## src/rtl/wrp_pkg.sv

```systemverilog
package wrp_pkg;
  typedef enum logic [2:0] {
    TX_IDLE,
    TX_NORM,
    TX_CFG,
    TX_CFG_DONE,
    TX_CFG_BAD,
    TX_RDBK
  } tx_state_e;
endpackage

```

## src/rtl/wrp_cmd_decode.sv

```systemverilog
module wrp_cmd_decode import wrp_pkg::*; #(
  parameter int ADDR_W = 13,
  parameter int IDX_W  = 8,
  parameter int BLK_W  = 4
) (
  input  logic              clk_i,
  input  logic              rst_ni,
  input  logic              start_i,
  input  logic              stop_i,
  input  logic              byte_vld_i,
  input  logic [IDX_W-1:0]  byte_idx_i,
  input  logic [7:0]        byte_i,
  output logic              wr_evt_o,
  output logic [ADDR_W-1:0] wr_addr_o,
  output logic [7:0]        wr_data_o,
  output logic              prog_ready_o,
  output logic [BLK_W-1:0]  prog_start_o,
  output logic [BLK_W-1:0]  prog_cnt_o,
  output logic              rdbk_o
);
  localparam int HI_W = ADDR_W - 8;

  tx_state_e         state_q;
  logic [ADDR_W-1:0] ptr_q;
  logic [BLK_W-1:0]  start_q, cnt_q;
  logic              idx0, idx1, idx2, idx_data;

  assign idx0     = byte_idx_i == IDX_W'(0);
  assign idx1     = byte_idx_i == IDX_W'(1);
  assign idx2     = byte_idx_i == IDX_W'(2);
  assign idx_data = byte_idx_i >= IDX_W'(2);

  always_ff @(posedge clk_i or negedge rst_ni) begin
    if (!rst_ni) begin
      state_q <= TX_IDLE;
      ptr_q   <= '0;
      start_q <= '0;
      cnt_q   <= '0;
    end else if (start_i || stop_i) begin
      state_q <= TX_IDLE;
    end else if (byte_vld_i) begin
      if (idx0) begin
        if (byte_i[7]) begin
          state_q <= TX_CFG;
          start_q <= byte_i[BLK_W:1];
        end else begin
          state_q <= TX_NORM;
          ptr_q[ADDR_W-1:8] <= byte_i[HI_W-1:0];
        end
      end else if (idx1) begin
        if (state_q == TX_NORM) ptr_q[7:0] <= byte_i;
      end else begin
        unique case (state_q)
          TX_NORM: ptr_q <= ptr_q + ADDR_W'(1);
          TX_CFG: begin
            if (idx2 && byte_i[7] && !byte_i[6]) begin
              state_q <= TX_CFG_DONE;
              cnt_q   <= byte_i[BLK_W-1:0];
            end else if (idx2 && byte_i[7]) begin
              state_q <= TX_RDBK;
            end else begin
              state_q <= TX_CFG_BAD;
            end
          end
          TX_CFG_DONE: state_q <= TX_CFG_BAD;  // overlong command
          default: ;
        endcase
      end
    end
  end

  assign wr_evt_o     = byte_vld_i && idx_data && (state_q == TX_NORM);
  assign wr_addr_o    = ptr_q;
  assign wr_data_o    = byte_i;
  assign prog_ready_o = state_q == TX_CFG_DONE;
  assign prog_start_o = start_q;
  assign prog_cnt_o   = cnt_q;
  assign rdbk_o       = state_q == TX_RDBK;
endmodule

```

## src/rtl/wrp_cfg_store.sv

```systemverilog
module wrp_cfg_store #(
  parameter int BLK_W = 4
) (
  input  logic             clk_i,
  input  logic             rst_ni,
  input  logic             commit_i,
  input  logic [BLK_W-1:0] start_i,
  input  logic [BLK_W-1:0] cnt_i,
  output logic [BLK_W-1:0] start_o,
  output logic [BLK_W-1:0] cnt_o,
  output logic             locked_o
);
  always_ff @(posedge clk_i or negedge rst_ni) begin
    if (!rst_ni) begin
      start_o  <= '1;
      cnt_o    <= '0;
      locked_o <= 1'b0;
    end else if (commit_i && !locked_o) begin
      start_o  <= start_i;
      cnt_o    <= cnt_i;
      locked_o <= 1'b1;
    end
  end
endmodule

```

## src/rtl/wrp_range_check.sv

```systemverilog
module wrp_range_check #(
  parameter int BLK_W = 4
) (
  input  logic [BLK_W-1:0] blk_i,
  input  logic [BLK_W-1:0] start_i,
  input  logic [BLK_W-1:0] cnt_i,
  output logic             prot_o
);
  logic [BLK_W:0] lim;
  // one extra bit: limit past the top block clips instead of wrapping
  assign lim    = {1'b0, start_i} + {1'b0, cnt_i};
  assign prot_o = (cnt_i != '0) && (blk_i >= start_i) && ({1'b0, blk_i} < lim);
endmodule

```

## src/rtl/wrp_readback.sv

```systemverilog
module wrp_readback #(
  parameter int BLK_W = 4
) (
  input  logic             clk_i,
  input  logic             rst_ni,
  input  logic             rdbk_i,
  input  logic             rd_req_i,
  input  logic [BLK_W-1:0] start_i,
  input  logic [BLK_W-1:0] cnt_i,
  output logic             rd_vld_o,
  output logic [7:0]       rd_data_o
);
  logic             second_q;
  logic [BLK_W-1:0] val;
  logic [7:0]       word;

  assign val = second_q ? cnt_i : start_i;

  generate
    if (BLK_W < 8) begin : g_pad
      assign word = {{(8 - BLK_W){1'b1}}, val};
    end else begin : g_full
      assign word = val[7:0];
    end
  endgenerate

  always_ff @(posedge clk_i or negedge rst_ni) begin
    if (!rst_ni) begin
      second_q  <= 1'b0;
      rd_vld_o  <= 1'b0;
      rd_data_o <= '0;
    end else begin
      rd_vld_o <= rdbk_i && rd_req_i;
      if (!rdbk_i) begin
        second_q <= 1'b0;
      end else if (rd_req_i) begin
        rd_data_o <= word;
        second_q  <= 1'b1;
      end
    end
  end
endmodule

```

## src/rtl/wp_range_ctrl.sv

```systemverilog
module wp_range_ctrl #(
  parameter int ADDR_W = 13,
  parameter int IDX_W  = 8,
  parameter int BLK_W  = 4
) (
  input  logic              clk_i,
  input  logic              rst_ni,
  input  logic              start_i,
  input  logic              stop_i,
  input  logic              byte_vld_i,
  input  logic [IDX_W-1:0]  byte_idx_i,
  input  logic [7:0]        byte_i,
  input  logic              rd_req_i,
  output logic              mem_we_o,
  output logic [ADDR_W-1:0] mem_addr_o,
  output logic [7:0]        mem_data_o,
  output logic              rdbk_o,
  output logic              rd_vld_o,
  output logic [7:0]        rd_data_o
);
  logic              wr_evt, prog_ready, prot, rdbk;
  logic [ADDR_W-1:0] wr_addr;
  logic [7:0]        wr_data;
  logic [BLK_W-1:0]  prog_start, prog_cnt;
  logic [BLK_W-1:0]  cfg_start, cfg_cnt;
  logic              cfg_locked;

  wrp_cmd_decode #(.ADDR_W(ADDR_W), .IDX_W(IDX_W), .BLK_W(BLK_W)) u_dec (
    .clk_i, .rst_ni, .start_i, .stop_i, .byte_vld_i, .byte_idx_i, .byte_i,
    .wr_evt_o(wr_evt), .wr_addr_o(wr_addr), .wr_data_o(wr_data),
    .prog_ready_o(prog_ready), .prog_start_o(prog_start), .prog_cnt_o(prog_cnt),
    .rdbk_o(rdbk)
  );

  wrp_cfg_store #(.BLK_W(BLK_W)) u_cfg (
    .clk_i, .rst_ni,
    .commit_i(stop_i && prog_ready),
    .start_i(prog_start), .cnt_i(prog_cnt),
    .start_o(cfg_start), .cnt_o(cfg_cnt), .locked_o(cfg_locked)
  );

  wrp_range_check #(.BLK_W(BLK_W)) u_rng (
    .blk_i(wr_addr[ADDR_W-1 -: BLK_W]),
    .start_i(cfg_start), .cnt_i(cfg_cnt), .prot_o(prot)
  );

  wrp_readback #(.BLK_W(BLK_W)) u_rb (
    .clk_i, .rst_ni, .rdbk_i(rdbk), .rd_req_i,
    .start_i(cfg_start), .cnt_i(cfg_cnt),
    .rd_vld_o, .rd_data_o
  );

  always_ff @(posedge clk_i or negedge rst_ni) begin
    if (!rst_ni) begin
      mem_we_o   <= 1'b0;
      mem_addr_o <= '0;
      mem_data_o <= '0;
    end else begin
      mem_we_o <= wr_evt && !prot;
      if (wr_evt && !prot) begin
        mem_addr_o <= wr_addr;
        mem_data_o <= wr_data;
      end
    end
  end

  assign rdbk_o = rdbk;
endmodule

```

## config.mk

```make
export PLATFORM = sky130hd
export DESIGN_NAME = wp_range_ctrl
export DESIGN_NICKNAME = d
export VERILOG_FILES = /design/src/rtl/wrp_pkg.sv /design/src/rtl/wrp_cmd_decode.sv /design/src/rtl/wrp_cfg_store.sv /design/src/rtl/wrp_range_check.sv /design/src/rtl/wrp_readback.sv /design/src/rtl/wp_range_ctrl.sv
export SDC_FILE = /design/constraint.sdc
export NUM_CORES = 1
export LEC_CHECK = 0
export BUFFER_PORTS_ARGS = -buffer_cell sky130_fd_sc_hd__buf_2
export CAP_MARGIN = 20
export CORE_UTILIZATION = 56
export CTS_BUF_LIST = sky130_fd_sc_hd__clkbuf_8 sky130_fd_sc_hd__clkbuf_16
export CTS_CLUSTER_DIAMETER = 80
export DETAILED_ROUTE_END_ITERATION = 6
export PLACE_DENSITY_LB_ADDON = 0.05
export SYNTH_ARGS = -nofsm -noshare
export SYNTH_HDL_FRONTEND = slang
export SYNTH_SLANG_ARGS = --single-unit
```

## constraint.sdc

```tcl
create_clock -name clk_i -period 3.24 [get_ports clk_i]
set_clock_uncertainty 0.05 [all_clocks]
set_input_delay 0.162 -clock clk_i [delete_from_list [all_inputs] [get_ports clk_i]]
set_output_delay 0.162 -clock clk_i [all_outputs]
set_load 0.005 [all_outputs]
```

==> qor.yml, run 1 <==
drtIter0Drc: 147
ioPinCount: 54
async_reset_ff_share_pct: 100
max_freq_mhz: 353
syn_area_sq_um: 3140
design.die.area_sq_um: 5920
slew_viol_final: 0
clock_path_buffers: 2
die_h_um: 76.9
grt_usage_pct: 24.8
worstPathCellList: "ha_1 > fa_1 > xnor2_1 > ha_1 > nand2_1 > a21oi_1 > o221ai_1 > a21oi_2 > buf_4 > mux2_2"
yosys-top-cells-area: "dfrtp_1 46%, mux2_2 11%, ha_1 4.8%"
post_cts_resized: 0
grt_pass1_wl_um: 11300
nets: 377
clkLatencyLatePin_ps: 340
hold_violations: 0
pre_cts_ws_ps: 461
port_buffers: 53
fp.coreArea_sq_um: 5270
worstSetupStartpointType: "flop"
cts-root-buf: "clkbuf_8"
yosysSeqAreaShare_pct: 49.5
tightestPinTransition_ps: 576
std_cell_rows: 26
ant_nets: 0
clk_pin_slew_ps: 70
cp.arrival_ps: 3000
rsz0062_at_grt: "no"
cts_tree: "built"
synth_top_area_share_pct: 46.2
crit_top_cell: "ha_1"
max-cap-violations: 0
syn_inst: 281
num_antenna_cells: 0
period_share_pct: 87.5
cts_made_buffers: 9
gp_congestion: 0.790
crit_path_max_fanout: 22
post_synth_num_cell_types: 51
fin_setup_tns_ps: 0
dieWidth_um: 76.9
syn_area_per_cell_sq_um: 11.2
routedWlPerCell_um: 16.0
htreeDepth: 3
dp_hpwl_um: 4640
slew_headroom_pct: 61.3
vias: 2385
routed_wl_um: 6640
critPathCaptureType: "flop"
max_stage_delay_ps: 420
via_per_inst: 5.73
hp-class: "in2reg"
grt_pass1_vias: 2285
synth_edf_count: 0
syn_nets: 316
path_buf_inv: 1
criticalPathCategory: "reg2reg"
synth_common_cells: "58 x dfrtp_1, 31 x mux2_2, 24 x a21oi_1"
cp-startpoint: "u_cfg.cnt_o[0]"
ys_ff_latch: 62
grt_max_degree: 42
synth_top_area_cell: "dfrtp_1"
ys.flop_type: "dfrtp_1"
crit_family: "adder cells"
p_per_area_nw_per_um2: 414
ctsHoldBuffers: 4
synth.most_common_cell: "dfrtp_1"
drive_gt1_share_pct: 35.8
r2r_start: "u_cfg.cnt_o[0]"
ir_drop_uv: 318
min_period_ps: 2840
clock_sinks: 62
area_growth_pct: 18.2
setup_slack_ps: 404
grt-ovfl-total: 0
drc: 0
crit_required_ps: 3410
total_power_mw: 1.54
drt-pass1-iter-count: 5
start_util_pct: 59.6
yosysWarningCount: 0
p_leak_nw: 1.94
antenna_found_initial: 0
status: "complete, no violations"
postCtsSetupRepairBufs: 0
final-setup-viol-count: 0
hold_path_startpoint: "byte_i[5]"
crit_slowest_cell: "dfrtp_1"
-- cell usage in the layout (no fill, tap or decap), types with 3 or more instances in the layout --
master,Yosys,final
a21oi_1,24,23
a31o_2,3,3
buf_2,3,53
buf_4,3,4
clkbuf_8,0,12
dfrtp_1,58,58
dfstp_2,4,4
dlygate4sd3_1,0,4
ha_1,12,12
inv_1,8,8
mux2_2,31,31
mux2_4,4,4
mux2i_1,7,7
nand2_1,22,22
nand2b_1,6,6
nand3_1,8,8
nor2_1,14,14
nor3_1,4,4
nor4_1,4,4
o21ai_0,22,22
-- final cells by class --
cell class                      instances  area, sq um
Clock buffer                           12          165
Inverter                                8         30.0
Tap cell                               70         87.6
Sequential cell                        62         1560
Fill cell                             412         1560
Clock inverter                          3         42.5
Multi-Input combinational cell        200         1500
Timing Repair Buffer                   61          335
-- registers in the layout (all words and copies together) (netlist names) --
| register | count |
|---|---|
| mem_we_o | 1 |
| mem_addr_o | 13 |
| u_rb.second_q | 1 |
| u_cfg.cnt_o | 4 |
| u_dec.wr_addr_o | 13 |
| u_rb.rd_vld_o | 1 |
| u_dec.prog_start_o | 4 |
| u_dec.prog_cnt_o | 4 |
| u_cfg.start_o | 4 |
| u_dec.state_q | 3 |
| mem_data_o | 8 |
| u_rb.rd_data_o | 5 |
| u_cfg.locked_o | 1 |
-- metrics by stage --
step | std cells | cell area, sq um | hold WS [ps] | util [%]
after floorplan | 281 | 3140 | -184 | -
after global placement | 397 | 3470 | 90.8 | 65.8
after global routing | 416 | 3710 | 31.9 | 70.5
after detailed placement | 397 | 3470 | 105 | 65.8
after CTS | 416 | 3710 | 25.9 | 70.5
final | 416 | 3710 | 39.1 | 70.5
-- routing by layer --
metal / wire length, um / track usage (%) / part of all wire [%]
met5: 0 / 0 / 0
met4: 63 / 6.35 / 0.95
met3: 292 / 6.43 / 4.4
met2: 2980 / 37.4 / 45
met1: 3300 / 35.5 / 50
-- logic make-up after synthesis --
logic type                 after synthesis  share of synthesized area (%)
AOI/OAI and AO/OA                       64                           12.1
xor gates and xnor gates                 2                          0.557
adders and majority gates               13                           5.41
buffers and inverters                   19                           2.99
DFF                                     62                           49.5
muxes                                   42                           15.2
and+or+nand+nor                         79                           14.2
-- final timing paths --
path / end / slack (ps) / cells after the start
setup / recovery: mem_data_o[5] / 400 / 10
hold / removal: mem_data_o[5] / 40 / 2
setup reg to reg: mem_data_o[5] / 400 / 10
hold reg to reg: u_cfg.locked_o / 420 / 1
max in group asynchronous: u_cfg.start_o[3] / 1950 / 3
min in group asynchronous: u_rb.rd_data_o[4] / 270 / 2
-- where the power goes --
group          internal [mW]  switching (mW)  leakage [nW]
Combinational         0.0172          0.0373         0.985
Sequential             0.775        0.000262         0.853
Clock                  0.413           0.294         0.104
No activity file was read; power rests on OpenSTA's default activity.
==> run 2, diff against run 1 <==
--- a/config.mk
+++ b/config.mk
@@ -7,7 +7,7 @@
 export LEC_CHECK = 0
 export BUFFER_PORTS_ARGS = -buffer_cell sky130_fd_sc_hd__buf_2
 export CAP_MARGIN = 20
-export CORE_UTILIZATION = 56
+export CORE_UTILIZATION = 45
 export CTS_BUF_LIST = sky130_fd_sc_hd__clkbuf_8 sky130_fd_sc_hd__clkbuf_16
 export CTS_CLUSTER_DIAMETER = 80
 export DETAILED_ROUTE_END_ITERATION = 6
==> qor.yml, run 2 (synthesized netlist as in run 1, its figures left out) <==
status: "complete, no violations"
port_buffers: 53
multi_input_area_sq_um: 1500
rsz0062_at_grt: "no"
grt_pass1_vias: 2284
grt-ovfl-total: 0
p_int_mw: 1.21
drt-pass1-iter-count: 4
critPathCaptureType: "flop"
clk_pin_slew_ps: 70
routed-wl-met3_um: 224
drive_gt1_share_pct: 35.7
final-setup-viol-count: 0
holdPathEnd: "mem_data_o[5]"
hold_path_startpoint: "byte_i[5]"
clock_sinks: 62
design.die.area_sq_um: 7320
ctsHoldBuffers: 4
nets: 377
crit_path_max_fanout: 22
dp.cells: 406
criticalPathCategory: "reg2reg"
via_per_inst: 5.51
cts_tree: "built"
slew_viol_final: 0
pwr-share-comb_pct: 3.7
hold_slack_ps: 21.4
hp-class: "in2reg"
gp_congestion: 0.801
hold_violations: 0
fp.coreArea_sq_um: 6760
met2WireLength_um: 3400
p_leak_nw: 1.95
post_cts_resized: 0
grt_max_degree: 46
p_per_area_nw_per_um2: 416
worstSetupStartpointType: "flop"
htreeDepth: 3
slew_headroom_pct: 46.1
regArea_sq_um: 1560
netSwitchingFraction_pct: 22.4
ioPinCount: 54
ff2ff_path_depth: 10
m1WireLength_um: 3080
fin_setup_tns_ps: 0
min_period_ps: 2780
clock_path_buffers: 2
ant_nets: 0
crit_required_ps: 3410
routedWlPerCell_um: 16.0
ir_drop_uv: 182
drc: 0
power_switching_mw: 0.349
final_cell_mix: "58 x dfrtp_1, 53 x buf_2, 31 x mux2_2, 23 x a21oi_1"
grt_usage_pct: 20.9
highest_layer: "met4"
cts-root-buf: "clkbuf_8"
worstReg2RegEnd: "mem_addr_o[1]"
grt_pass1_wl_um: 11500
p_clk_share_pct: 46.6
dp_hpwl_um: 4860
die_h_um: 85.6
final_common_cell: "dfrtp_1"
finalNonFillerCells: 427
antenna_found_initial: 0
dieWidth_um: 85.6
r2r_start: "u_cfg.cnt_o[0]"
drtIter0Drc: 64
area_growth_pct: 19.1
start_util_pct: 46.5
cp.arrival_ps: 2950
placed_cell_area_sq_um: 3470
nFillCells: 619
cts_made_buffers: 9
power_frac_seq_pct: 49.7
worstHoldPathCells: 2
clkLatencyLatePin_ps: 340
postCtsSetupRepairBufs: 0
period_share_pct: 85.9
tightestPinTransition_ps: 805
num_antenna_cells: 0
vias: 2351
final_cell_area_sq_um: 3740
std_cell_rows: 30
max_freq_mhz: 359
max-cap-violations: 0
routed_wl_um: 6850
reg2reg_slack_ps: 460
==> run 2: how the worst max path moves through the flow <==
stage | slack (ps) | start | to | depth (start not counted)
2_1_floorplan | 570 | u_cfg.cnt_o[0] | mem_data_o[0] | 10
3_3_place_gp | 540 | u_cfg.start_o[0] | mem_data_o[1] | 10
3_5_place_dp | 470 | u_cfg.cnt_o[0] | mem_addr_o[1] | 10
4_1_cts | 450 | u_cfg.cnt_o[0] | mem_addr_o[1] | 10
5_1_grt | 280 | u_cfg.cnt_o[0] | mem_addr_o[1] | 10
6_report | 460 | u_cfg.cnt_o[0] | mem_addr_o[1] | 10
==> run 2: power by group through the flow <==
stage                     logic [mW]  clock network [mW]  registers, mW
final                         0.0576               0.726          0.775
after global routing          0.0646               0.769          0.774
after CTS                     0.0563               0.738          0.774
after detailed placement      0.0537                   0          0.789
after global placement        0.0534                   0          0.789
after floorplan              0.00793                   0          0.789
==> run 2: worst max-delay path, stage by stage, from the launching register on <==
cell and delay (ps):
dfrtp_1 410, ha_1 220, fa_1 410, xnor2_1 150, ha_1 290, nand2_1 50, a21oi_1 110, o221ai_1 130
a21oi_2 130, buf_4 310, mux2_2 380
==> run 2: area by class of cell <==
type | count | share of cell area, %
sequential | 62 | 41.6
multi-input combinational | 200 | 40.0
timing repair buffer | 61 | 9.29
clock buffer | 12 | 4.41
tap | 80 | 2.67
clock inverter | 4 | 1.24
inverter | 8 | 0.802
==> run 2: per-stage QoR <==
stage	total power, mW	util [%]	setup slack (ps)
6_report	1.56	55.4	458
5_1_grt	1.61	55.4	281
4_1_cts	1.57	55.1	449
3_5_place_dp	0.843	51.4	473
3_3_place_gp	0.843	51.4	545
2_1_floorplan	0.797	-	572
==> run 2: layer usage <==
| layer | track usage (%) | vias to the layer above |
|---|---|---|
| li1 | - | 1153 |
| met1 | 26.5 | 1134 |
| met2 | 35.3 | 53 |
| met3 | 3.95 | 11 |
| met4 | 8.33 | 0 |
| met5 | 0 | - |
==> run 3, diff against run 2 <==
--- a/config.mk
+++ b/config.mk
@@ -11,6 +11,7 @@
 export CTS_BUF_LIST = sky130_fd_sc_hd__clkbuf_8 sky130_fd_sc_hd__clkbuf_16
 export CTS_CLUSTER_DIAMETER = 80
 export DETAILED_ROUTE_END_ITERATION = 6
+export GPL_TIMING_DRIVEN = 0
 export PLACE_DENSITY_LB_ADDON = 0.05
 export SYNTH_ARGS = -nofsm -noshare
 export SYNTH_HDL_FRONTEND = slang
==> qor.yml, run 3 (synthesized netlist as in run 1, its figures left out) <==
gp_congestion: 0.842
ff2ff_path_depth: 10
p_clk_share_pct: 52.5
drt-pass1-iter-count: 4
worstHoldPathCells: 2
routedWlPerCell_um: 15.5
clk_pin_slew_ps: 70
crit_family: "adder cells"
fp.coreArea_sq_um: 6760
slew_viol_final: 0
p_int_mw: 1.40
crit_slowest_cell: "dfrtp_1"
total_power_mw: 1.75
antenna_found_initial: 0
cp.arrival_ps: 3150
worstPathCellList: "ha_1 > fa_1 > xnor2_1 > ha_1 > nand2_1 > a21oi_1 > o221ai_1 > a21oi_2 > buf_2 > mux2_2"
critPathCaptureType: "flop"
fin_setup_tns_ps: 0
power_switching_mw: 0.348
netSwitchingFraction_pct: 19.9
start_util_pct: 46.5
routed_wl_um: 6740
cp-startpoint: "u_cfg.cnt_o[0]"
final-setup-viol-count: 0
crit_path_max_fanout: 10
area_growth_pct: 22.3
hp-class: "in2reg"
status: "complete, no violations"
drc: 0
path_depth: 10
cts-root-buf: "clkbuf_8"
max_freq_mhz: 337
ant_nets: 0
r2r_start: "u_cfg.cnt_o[0]"
die_h_um: 85.6
tightestPinTransition_ps: 739
num_antenna_cells: 0
cts_made_buffers: 9
clkLatencyLatePin_ps: 340
worstSetupStartpointType: "flop"
dieWidth_um: 85.6
path_buf_inv: 1
p_per_area_nw_per_um2: 455
cts_tree: "built"
final_cell_mix: "58 x dfrtp_1, 56 x buf_2, 31 x mux2_2, 23 x a21oi_1"
grt_pass1_wl_um: 11100
htreeDepth: 3
pwr-share-comb_pct: 3.2
finalNonFillerCells: 435
ir_drop_uv: 238
grt-ovfl-total: 0
clock_path_buffers: 2
final_common_cell: "dfrtp_1"
dp_hpwl_um: 4840
max-cap-violations: 0
min_period_ps: 2970
design.die.area_sq_um: 7320
clock_sinks: 62
grt_max_degree: 33
nets: 385
grt_pass1_vias: 2224
port_buffers: 53
criticalPathCategory: "reg2reg"
hold_path_startpoint: "byte_i[5]"
dp.cells: 415
p_leak_nw: 2.00
grt_usage_pct: 20.3
power_frac_seq_pct: 44.3
period_share_pct: 91.6
drive_gt1_share_pct: 36.3
rsz0062_at_grt: "no"
max_stage_delay_ps: 430
std_cell_rows: 30
via_per_inst: 5.41
ioPinCount: 54
crit_required_ps: 3420
drtIter0Drc: 66
slew_headroom_pct: 50.8
crit_top_cell: "ha_1"
hold_violations: 0
vias: 2352
nFillCells: 570
## run 3: changes by cell type in the layout (fill, tap and decap cells not counted), sizes merged
cell	before	now
buf	57	61
clkbuf	12	14
inv	9	8
bufinv	1	4
## run 3: power by group through the flow
stage	clock [mW]	combinational (mW)	sequential, mW
after floorplan	0	0.00793	0.789
after global placement	0	0.0518	0.789
after detailed placement	0	0.0554	0.789
after CTS	0.941	0.0581	0.774
after global routing	0.968	0.0633	0.774
final	0.919	0.0560	0.775
## run 3: cell type report
cell class / count / area [sq um] / share of cell area, %
Clock buffer: 10 / 138 / 3.58
Multi-Input combinational cell: 200 / 1500 / 38.9
Clock inverter: 6 / 133 / 3.45
Sequential cell: 62 / 1560 / 40.5
Inverter: 8 / 30.0 / 0.782
Tap cell: 80 / 100 / 2.61
Buffer: 11 / 63.8 / 1.66
Timing Repair Buffer: 58 / 325 / 8.47
## run 3: metal layers
metal	vias up	GRT usage, %	part of all wire (%)
met5	-	0	0
met4	0	7.27	1.6
met3	9	6.06	3.9
met2	48	33.5	47
met1	1133	25.4	48
li1	1162	-	-
## run 3: repair_timing
action,CTS,global route
setup endpoints to repair,0,19
setup buffers,0,0
hold endpoints to repair,32,0
resized for setup,0,1
hold buffers,4,0
## run 3: worst paths after layout
check                                     to  slack [ps]
min                            mem_data_o[5]          20
max                            mem_data_o[1]         270
max in group asynchronous   u_cfg.start_o[3]        2090
min in group asynchronous  u_rb.rd_data_o[3]         370
min reg2reg                   u_cfg.locked_o         420
max reg2reg                    mem_data_o[1]         270
## run 3: stage by stage
| stage | instance area [sq um] | util [%] | hold slack (ps) | worst slack [ps] |
|---|---|---|---|---|
| final | 3840 | 56.9 | 21.0 | 272 |
| after global routing | 3840 | 56.9 | 13.5 | 108 |
| after CTS | 3840 | 56.8 | 8.66 | 131 |
| after detailed placement | 3530 | 52.2 | 217 | 142 |
| after global placement | 3510 | 51.9 | 316 | 158 |
| after floorplan | 3140 | - | -184 | 572 |
